===== config.mk =====
export PLATFORM = sky130hd
export DESIGN_NAME = gs_cycle_seq
export DESIGN_NICKNAME = d
export VERILOG_FILES = /design/src/rtl/gs_seq_pkg.sv /design/src/rtl/gs_clk_div.sv /design/src/rtl/gs_pend_flag.sv /design/src/rtl/gs_cycle_fsm.sv /design/src/rtl/gs_cycle_seq.sv
export SDC_FILE = /design/constraint.sdc
export NUM_CORES = 1
export LEC_CHECK = 0
export BUFFER_PORTS_ARGS = -buffer_cell sky130_fd_sc_hd__clkbuf_2
export CAP_MARGIN = 15
export CORE_MARGIN = 2
export CORE_UTILIZATION = 47
export CTS_BUF_LIST = sky130_fd_sc_hd__clkbuf_8
export CTS_CLUSTER_SIZE = 10
export DETAILED_ROUTE_END_ITERATION = 8
export HOLD_SLACK_MARGIN = 0.05
export PLACE_DENSITY = 0.67
export SYNTH_ARGS = -nofsm -noshare
export SYNTH_HDL_FRONTEND = slang
export SYNTH_SLANG_ARGS = --single-unit

===== constraint.sdc =====
create_clock -name clk -period 5.34 [get_ports clk]
set_input_delay 0.801 -clock clk [delete_from_list [all_inputs] [get_ports clk]]
set_output_delay 0.801 -clock clk [all_outputs]
set_load 0.01 [all_outputs]

===== src/rtl/gs_seq_pkg.sv =====
package gs_seq_pkg;
    typedef enum logic [2:0] {
        ST_DARK,
        ST_RUN,
        ST_STOP,
        ST_WAIT,
        ST_BLANK
    } seq_state_e;
endpackage


===== src/rtl/gs_clk_div.sv =====
module gs_clk_div #(
    parameter int HALF_DIV = 4
) (
    input  logic clk,
    input  logic rst_n,
    input  logic run_i,
    output logic gsclk_o,
    output logic tick_o
);
    localparam int CW = (2 * HALF_DIV > 2) ? $clog2(2 * HALF_DIV) : 1;
    localparam logic [CW-1:0] LAST = CW'(2 * HALF_DIV - 1);
    localparam logic [CW-1:0] HI_AT = CW'(HALF_DIV);

    typedef struct packed {
        logic [CW-1:0] cnt;
        logic          clk_out;
    } div_t;

    div_t q, d;

    always_comb begin
        d = q;
        tick_o = 1'b0;
        if (!run_i) begin
            d.cnt = '0;
            d.clk_out = 1'b0;
        end else begin
            tick_o = (q.cnt == LAST);
            d.cnt = tick_o ? '0 : q.cnt + 1'b1;
            d.clk_out = (d.cnt >= HI_AT);
        end
    end

    always_ff @(posedge clk) begin
        if (!rst_n) q <= '0;
        else        q <= d;
    end

    assign gsclk_o = q.clk_out;

    // a completed period always leaves the clock low
    p_period_end_low_r1: assert property (@(posedge clk) disable iff (!rst_n)
        tick_o |=> !gsclk_o);

    // a stopped divider never produces a high level
    p_idle_low_r1: assert property (@(posedge clk) disable iff (!rst_n)
        !run_i |=> !gsclk_o);
endmodule


===== src/rtl/gs_pend_flag.sv =====
module gs_pend_flag (
    input  logic clk,
    input  logic rst_n,
    input  logic frame_done,
    input  logic consume_i,
    output logic pend_o
);
    logic pend_q, pend_d;

    always_comb begin
        pend_d = frame_done | (pend_q & ~consume_i);
    end

    always_ff @(posedge clk) begin
        if (!rst_n) pend_q <= 1'b0;
        else        pend_q <= pend_d;
    end

    assign pend_o = pend_q;

    // a finished frame is always remembered for the next blank
    p_pend_set_r3: assert property (@(posedge clk) disable iff (!rst_n)
        frame_done |=> pend_o);
endmodule


===== src/rtl/gs_cycle_fsm.sv =====
module gs_cycle_fsm
    import gs_seq_pkg::*;
#(
    parameter int GS_BITS    = 12,
    parameter int BLANK_CLKS = 8,
    parameter bit ALT_MODE   = 1'b0
) (
    input  logic clk,
    input  logic rst_n,
    input  logic enable,
    input  logic frame_done,
    input  logic tick_i,
    input  logic gsclk_i,
    input  logic pend_i,
    output logic run_o,
    output logic consume_o,
    output logic blank_o,
    output logic xlat_o,
    output logic cts_o
);
    localparam int CYC = 1 << GS_BITS;
    localparam int WIN = (2 * CYC) / 3;
    localparam int BW  = (BLANK_CLKS > 2) ? $clog2(BLANK_CLKS) : 1;
    localparam logic [GS_BITS-1:0] P_LAST = GS_BITS'(CYC - 1);
    localparam logic [GS_BITS-1:0] P_WIN  = GS_BITS'(WIN - 1);
    localparam logic [BW-1:0]      B_LAST = BW'(BLANK_CLKS - 1);

    typedef struct packed {
        seq_state_e         st;
        logic [BW-1:0]      bcnt;
        logic [GS_BITS-1:0] pcnt;
        logic               blank;
        logic               xlat;
        logic               cts;
    } fsm_t;

    fsm_t q, d;

    always_comb begin
        d = q;
        d.xlat = 1'b0;
        consume_o = 1'b0;
        if (frame_done) d.cts = 1'b0;
        case (q.st)
            ST_DARK: begin
                d.blank = 1'b1;
                d.cts = 1'b0;
                if (enable) begin
                    d.bcnt = '0;
                    d.cts = 1'b1;
                    d.st = ALT_MODE ? ST_WAIT : ST_BLANK;
                end
            end
            ST_RUN: begin
                d.blank = 1'b0;
                if (tick_i) begin
                    if (q.pcnt == P_WIN) d.cts = 1'b0;
                    if (q.pcnt == P_LAST) begin
                        d.st = ST_STOP;
                        d.pcnt = '0;
                    end else begin
                        d.pcnt = q.pcnt + 1'b1;
                    end
                end
            end
            ST_STOP: begin
                d.blank = 1'b1;
                d.bcnt = '0;
                d.cts = 1'b1;
                d.st = ALT_MODE ? ST_WAIT : ST_BLANK;
            end
            ST_WAIT: begin
                d.blank = 1'b1;
                if (pend_i) begin
                    d.st = ST_BLANK;
                    d.bcnt = '0;
                end
            end
            ST_BLANK: begin
                d.blank = 1'b1;
                if (q.bcnt == '0 && pend_i) begin
                    consume_o = 1'b1;
                    d.xlat = 1'b1;
                end
                if (q.bcnt == B_LAST) begin
                    d.st = ST_RUN;
                    d.blank = 1'b0;
                    d.pcnt = '0;
                end else begin
                    d.bcnt = q.bcnt + 1'b1;
                end
            end
            default: d.st = ST_DARK;
        endcase
        if (!enable) begin
            d.st = ST_DARK;
            d.blank = 1'b1;
            d.cts = 1'b0;
            d.xlat = 1'b0;
            d.pcnt = '0;
            consume_o = 1'b0;
        end
    end

    always_ff @(posedge clk) begin
        if (!rst_n) begin
            q.st    <= ST_DARK;
            q.bcnt  <= '0;
            q.pcnt  <= '0;
            q.blank <= 1'b1;
            q.xlat  <= 1'b0;
            q.cts   <= 1'b0;
        end else begin
            q <= d;
        end
    end

    assign run_o   = (q.st == ST_RUN) && enable;
    assign blank_o = q.blank;
    assign xlat_o  = q.xlat;
    assign cts_o   = q.cts;

    // the grayscale clock was already low when a cycle-end blank rose
    p_stop_before_blank_r2: assert property (@(posedge clk) disable iff (!rst_n)
        $rose(q.blank) && $past(enable) |-> !$past(gsclk_i));

    // no grayscale clock activity while blanked
    p_gsclk_low_in_blank_r2: assert property (@(posedge clk) disable iff (!rst_n)
        q.blank |-> !gsclk_i);

    // latch pulse lies inside the blank with margin before it
    p_xlat_in_blank_r3: assert property (@(posedge clk) disable iff (!rst_n)
        q.xlat |-> q.blank && $past(q.blank));

    // latch pulse is one clock wide and followed by a blanked clock
    p_xlat_tail_r3: assert property (@(posedge clk) disable iff (!rst_n)
        q.xlat |=> q.blank && !q.xlat);

    // disable forces dark outputs on the next clock
    p_dark_r4: assert property (@(posedge clk) disable iff (!rst_n)
        !enable |=> q.blank && !gsclk_i && !q.cts && !q.xlat);

    // window never open past two thirds of the run
    p_cts_window_r6: assert property (@(posedge clk) disable iff (!rst_n)
        q.cts && q.st == ST_RUN |-> q.pcnt < GS_BITS'(WIN));

    // a finished frame closes the window
    p_cts_drop_r7: assert property (@(posedge clk) disable iff (!rst_n)
        frame_done && q.st != ST_STOP && q.st != ST_DARK |=> !q.cts);
endmodule


===== src/rtl/gs_cycle_seq.sv =====
module gs_cycle_seq #(
    parameter int HALF_DIV   = 4,
    parameter int GS_BITS    = 12,
    parameter int BLANK_CLKS = 8,
    parameter bit ALT_MODE   = 1'b0
) (
    input  logic clk,
    input  logic rst_n,
    input  logic enable,
    input  logic frame_done,
    output logic gsclk,
    output logic blank,
    output logic xlat,
    output logic clear_to_send
);
    logic run, tick, pend, consume;

    gs_clk_div #(.HALF_DIV(HALF_DIV)) u_div (
        .clk     (clk),
        .rst_n   (rst_n),
        .run_i   (run),
        .gsclk_o (gsclk),
        .tick_o  (tick)
    );

    gs_pend_flag u_pend (
        .clk        (clk),
        .rst_n      (rst_n),
        .frame_done (frame_done),
        .consume_i  (consume),
        .pend_o     (pend)
    );

    gs_cycle_fsm #(
        .GS_BITS    (GS_BITS),
        .BLANK_CLKS (BLANK_CLKS),
        .ALT_MODE   (ALT_MODE)
    ) u_fsm (
        .clk        (clk),
        .rst_n      (rst_n),
        .enable     (enable),
        .frame_done (frame_done),
        .tick_i     (tick),
        .gsclk_i    (gsclk),
        .pend_i     (pend),
        .run_o      (run),
        .consume_o  (consume),
        .blank_o    (blank),
        .xlat_o     (xlat),
        .cts_o      (clear_to_send)
    );
endmodule


# [Word-level counts from Yosys, hierarchy flattened]
# Index checks and enable logic that the tools add are counted.
[classes] n_addsub=3 n_bitwise=3 eq_ne=14 reduce_logical=14 mux=22 n_lt_le_gt_ge=1
[ops] op="$eq 12x12->1 const B" count=2
[ops] op="$mux 12" count=2
[ops] op="$pmux 12 s2" count=1
[ops] op="$mux 3" count=5
[ops] op="$pmux 3 s5" count=1
[ops] op="$mux 13" count=1
[ops] op="$add 12x1->12 const B" count=1
[ops] op="$mux 6" count=2
[ops] op="$pmux 3 s4" count=1
[ops] op="$eq 3x3->1 const B" count=3
[ops] op="$ne 2x2->1 const B" count=4
[ops] op="$mux 1" count=7
[ops] op="$add 3x1->3 const B" count=2
[ops] op="$eq 3x2->1 const B" count=2
[ops] op="$logic_not 3->1" count=2
[ops] op="$reduce_and 5->1" count=1
[ops] op="$ne 2x1->1 const B" count=2
[ops] op="$reduce_and 2->1" count=2
[ops] op="$reduce_and 4->1" count=1
[ops] op="$reduce_bool 4->1" count=1
[ops] op="$eq 3x1->1 const B" count=1
[ops] op="$ge 3x3->1 const B" count=1
[ops] op="$pmux 1 s3" count=1
[ops] op="$reduce_and 3->1" count=1
[ops] op="other kinds (9)" count=10
[totals] word_cells=66 inputBits=4 reg_bits=26

# [Depth between registers and ports, before layout]
[depth] word_depth=8 mapped_depth=6

# [Hierarchy]
# From an unflattened synthesis, not the netlist that was laid out.
[hier_totals] cells_unflattened=144 area_unflattened_um2=1301.2
[by_module_without_submodules] mod="gs_cycle_fsm" n_inst=1 area_each_um2=1137.3 seq_area_each_um2=420.4 cells_per_inst=132
[by_module_without_submodules] mod="gs_clk_div" n_inst=1 area_each_um2=122.6 seq_area_each_um2=60.1 cells_per_inst=9
[by_module_without_submodules] mod="gs_pend_flag" n_inst=1 area_each_um2=41.3 seq_area_each_um2=20.0 cells_per_inst=3

# [Least setup slack after synthesis]
# Ideal clock, no wire load.
[synth_timing] path_kind="input to register" startpoint="input enable" endpoint="register u_fsm.q[14] in the netlist's numbering" slack_ns=3.454 setup_ns=0.086 cell_stages=4 arrival_time_ns=1.800 path_cell_list="nand4b_2 > a211o_1 > or3_1 > a211oi_1"
[synth_via] elab_chain_cells=4
[synth_lines] item="start: declaration" line_no="gs_cycle_seq.sv:9" source="input logic enable,"
[synth_lines] item="$logic_and 1x1->1" line_no="gs_cycle_fsm.sv:118" source="assign run_o = (q.st == ST_RUN) && enable;"
[synth_lines] item="$mux 1" line_no="gs_clk_div.sv:24" source="if (!run_i) begin"
[synth_lines] item="$ne 2x2->1 (no source line)"
[synth_lines] item="$reduce_and 3->1 (no source line)"
[synth_lines] item="end: declaration" line_no="gs_cycle_fsm.sv:37" source="fsm_t q, d;"
# Several ways; a longest one is shown, not always the timed one.
# A chain may end at the register's enable or synchronous reset.

# [Final worst setup path]
[layout_timing] startpoint="register u_fsm.q[16] in the netlist's numbering" endpoint="register u_fsm.q[4] in the netlist's numbering"
[layout_via] elab_chain_cells=3
[layout_lines] item="$eq 3x3->1" line_no="gs_cycle_fsm.sv:85" source="if (q.bcnt == B_LAST) begin"
[layout_lines] item="$ne 2x1->1 (no source line)"
[layout_lines] item="$reduce_and 3->1 (no source line)"
# Every way passes these cells.

==> impl_metrics.yaml <==
critical_path:
  cp_max_fo: 9
  crit_family: "compound AO/OA/AOI/OAI gates"
  path_cells: "ha_1 > ha_1 > nand3b_1 > a21o_1 > a21oi_1 > a2111oi_0"
  max_stage_delay_ns: 0.49
  cp_common_cell: "ha_1"
  end_kind: "flip-flop"
  cp_num_buf_inv: 0
  critPathKind: "flip-flop to flip-flop"
  worstPathRequired_ns: 5.46
  startpoint_type: "flip-flop"
  critPathArrivalTime_ns: 2.23
  cp_slowest_cell: "a21oi_1"
grt:
  met3_usage_pct: 2.76
  use_met2_pct: 28.4
  grt_pass1_vias: 1062
  busiest_layer: "met2"
  overflow: 0
  grt_max_degree: 16
  antenna_found_initial: 0
  globalRouteTotalUtil_pct: 18.6
  use_met1_pct: 26.4
  grt_pass1_wl_um: 4800
timing:
  hold_viol_final: 0
  setup_tns_ns: 0
  post-route-period-util_pct: 39.4
  tightest_slew_ns: 0.604
  period_minus_slack_ns: 2.11
  rsz0062_at_grt: "no"
  slew_viol_final: 0
  finalSetupViolations: 0
  maxSlewHeadroom_pct: 59.7
  skew_ns: 0.00236
  max_freq_mhz: 475
synthesis:
  yosys.area.top_type: "dfxtp_1"
  syn_nets: 161
  synthTopCellsByArea: "dfxtp_1 38%, ha_1 6.7%, xnor2_1 4.7%"
  synth_cells: 150
  yosysWarnings: 0
  yosysSeqAreaShare_pct: 38.2
  synth_area_um2: 1310
  synth.avg_cell_area_um2: 8.73
  synth_cell_types: 38
  yosysTopAreaCellShare_pct: 38.2
  async_flop_share_pct: 0
  synth_ff_type: "dfxtp_1"
  synth_seq_cells: 25
  synth_edf_count: 0
run:
  maxCapViolCount: 0
layout:
  nFillCells: 288
  fin_nets: 169
  area_delta_synth_final_pct: 7.74
  layout-drive-gt1-share_pct: 10.2
  antenna_cells: 0
  utilization_pct: 52.0
clocking:
  cts_tree: "done"
  cts.sinks: 25
  ctsLongestPathBuffers: 2
  numCtsBuffers: 3
  post-cts-setup-buffers: 0
  cts_max_level: 1
  clk_latency_ns: 0.27
  root_buffer: "clkbuf_8"
  cts_resized: 0
  clk_pin_slew_ns: 0.08
  holdBufCountCts: 0
route:
  drtAntennaViolNets: 0
  wl_um: 2650
  route.detailed.drc: 0
  routed-via-count: 1112
  vias_per_cell: 5.91
  wl_per_cell_um: 14.1
  first_pass_iters: 4
  drt_iter0_drc: 40
pwr:
  p_sw_share_pct: 22.1
  ir_drop_mv: 0.136
  p_sw_w: 0.0000704
  seq_power_share_pct: 60.1
  power_density_nw_per_um2: 226
  cellLeakagePower_nw: 0.489
  power.total_w: 0.000318
  p_int_w: 0.000248
  power_frac_clock_pct: 34.7
  p_comb_share_pct: 5.3
placed_design:
  place.gp.congestion: 0.831
  hpwlAfterDp_um: 1980
  io_buffers: 7
die:
  rows: 19
  die_w_um: 56.8
  pin_count: 8
  core_um2: 2710
  die_h_um: 56.8
  start_util_pct: 48.3
  dieArea_um2: 3220
worst_hold_path:
  min-delay-path-class: "flip-flop to flip-flop"
status:
  status: "completed"
==> routing by layer <==
layer / routed length, µm / vias up
met3: 38 / 5
met5: 0 / -
li1: - / 571
met1: 1360 / 529
met2: 1220 / 7
met4: 34 / 0
==> flip-flops by register name (all words and copies together) (netlist names) <==
signal and count:
u_fsm.blank_o 1, u_fsm.q 18, u_fsm.cts_o 1, u_div.gsclk_o 1
u_fsm.xlat_o 1, u_pend.pend_o 1, u_div.q 2
==> cell usage after synthesis (2+ instances only) <==
| master | instances |
|---|---|
| a211oi_1 | 4 |
| nor4_1 | 2 |
| nor3b_1 | 2 |
| nor3_1 | 7 |
| a21oi_1 | 5 |
| dfxtp_1 | 25 |
| ha_1 | 7 |
| clkbuf_1 | 3 |
| and2_1 | 3 |
| xnor2_1 | 7 |
| nor2_1 | 7 |
| and3_1 | 2 |
| a21boi_0 | 4 |
| nand2_1 | 11 |
| mux2i_1 | 2 |
| nand2b_1 | 2 |
| nand3_1 | 7 |
| or3_1 | 3 |
| nand4_1 | 5 |
| nand3b_1 | 4 |
| o21ai_0 | 10 |
| inv_1 | 8 |
| a2111oi_0 | 5 |
==> cells by family after synthesis <==
| logic type | share of synthesized area, % |
|---|---|
| simple gates | 25.7 |
| compound gates | 19.4 |
| flops | 38.2 |
| buf+inv | 3.73 |
| xor+xnor | 4.68 |
| fa+ha+maj | 6.69 |
| mux | 1.53 |
==> metrics by stage <==
step	instance area (µm²)	hold slack (ns)	worst slack, ns	std cells
6_report	1410	0.428	3.23	188
3_3_place_gp	1360	0.415	3.19	184
2_1_floorplan	1310	0.404	3.45	150
3_5_place_dp	1360	0.425	3.11	184
5_1_grt	1410	0.464	3.04	188
4_1_cts	1410	0.437	3.24	188
==> path summary, 6_finish.rpt <==
| check | startpoint | to | cells past startpoint | slack (ns) |
|---|---|---|---|---|
| min | u_div.q[1] | u_div.q[1] | 1 | 0.43 |
| max reg2reg | u_fsm.q[16] | u_fsm.q[4] | 6 | 3.23 |
| max | u_fsm.q[16] | u_fsm.q[4] | 6 | 3.23 |
| min reg2reg | u_div.q[1] | u_div.q[1] | 1 | 0.43 |
==> area by class of cell <==
| type | count | area (µm²) | area share, % |
|---|---|---|---|
| repair buffers | 7 | 35.0 | 2.48 |
| flip-flops and latches | 25 | 500 | 35.5 |
| multi-input cells | 113 | 759 | 53.9 |
| well taps | 31 | 38.8 | 2.75 |
| inverters | 8 | 30.0 | 2.13 |
| clock inverters | 1 | 5.00 | 0.355 |
| clock buffers | 3 | 41.3 | 2.93 |
==> power by group through the flow <==
stage / clock network (W) / registers [W] / logic, W
2_1_floorplan: 0 / 0.000194 / 0.0000126
3_3_place_gp: 0 / 0.000195 / 0.0000165
3_5_place_dp: 0 / 0.000196 / 0.0000171
4_1_cts: 0.000114 / 0.000191 / 0.0000172
5_1_grt: 0.000121 / 0.000192 / 0.0000193
6_report: 0.000110 / 0.000191 / 0.0000168
==> layout by cell type (no fill, tap or decap) <==
| cell type | instances |
|---|---|
| a211oi_1 | 4 |
| xnor2_1 | 7 |
| and3_1 | 2 |
| o21a_1 | 1 |
| a31oi_1 | 1 |
| or4_1 | 1 |
| clkinv_2 | 1 |
| ha_1 | 7 |
| or3b_2 | 1 |
| and2_1 | 3 |
| a31o_2 | 1 |
| nor2b_1 | 1 |
| nor2_1 | 7 |
| mux2i_1 | 2 |
| nand3_1 | 7 |
| o21ai_0 | 10 |
| a22o_1 | 1 |
| a21boi_0 | 4 |
| nand3b_1 | 4 |
| o22ai_1 | 1 |
| nand4_1 | 5 |
| clkbuf_2 | 7 |
| and4_2 | 1 |
| nor3_1 | 7 |
| inv_1 | 8 |
| clkbuf_8 | 3 |
| nand4b_2 | 1 |
| a2111oi_0 | 5 |
| dfxtp_1 | 25 |
| a221o_2 | 1 |
| a211o_1 | 1 |
| o311a_1 | 1 |
| nor3b_1 | 2 |
| nor4_1 | 2 |
| nand2b_1 | 2 |
| a21o_1 | 1 |
| a21oi_1 | 5 |
| nand2_1 | 11 |
| or3_1 | 3 |
Power figures use the tool's default switching activity.
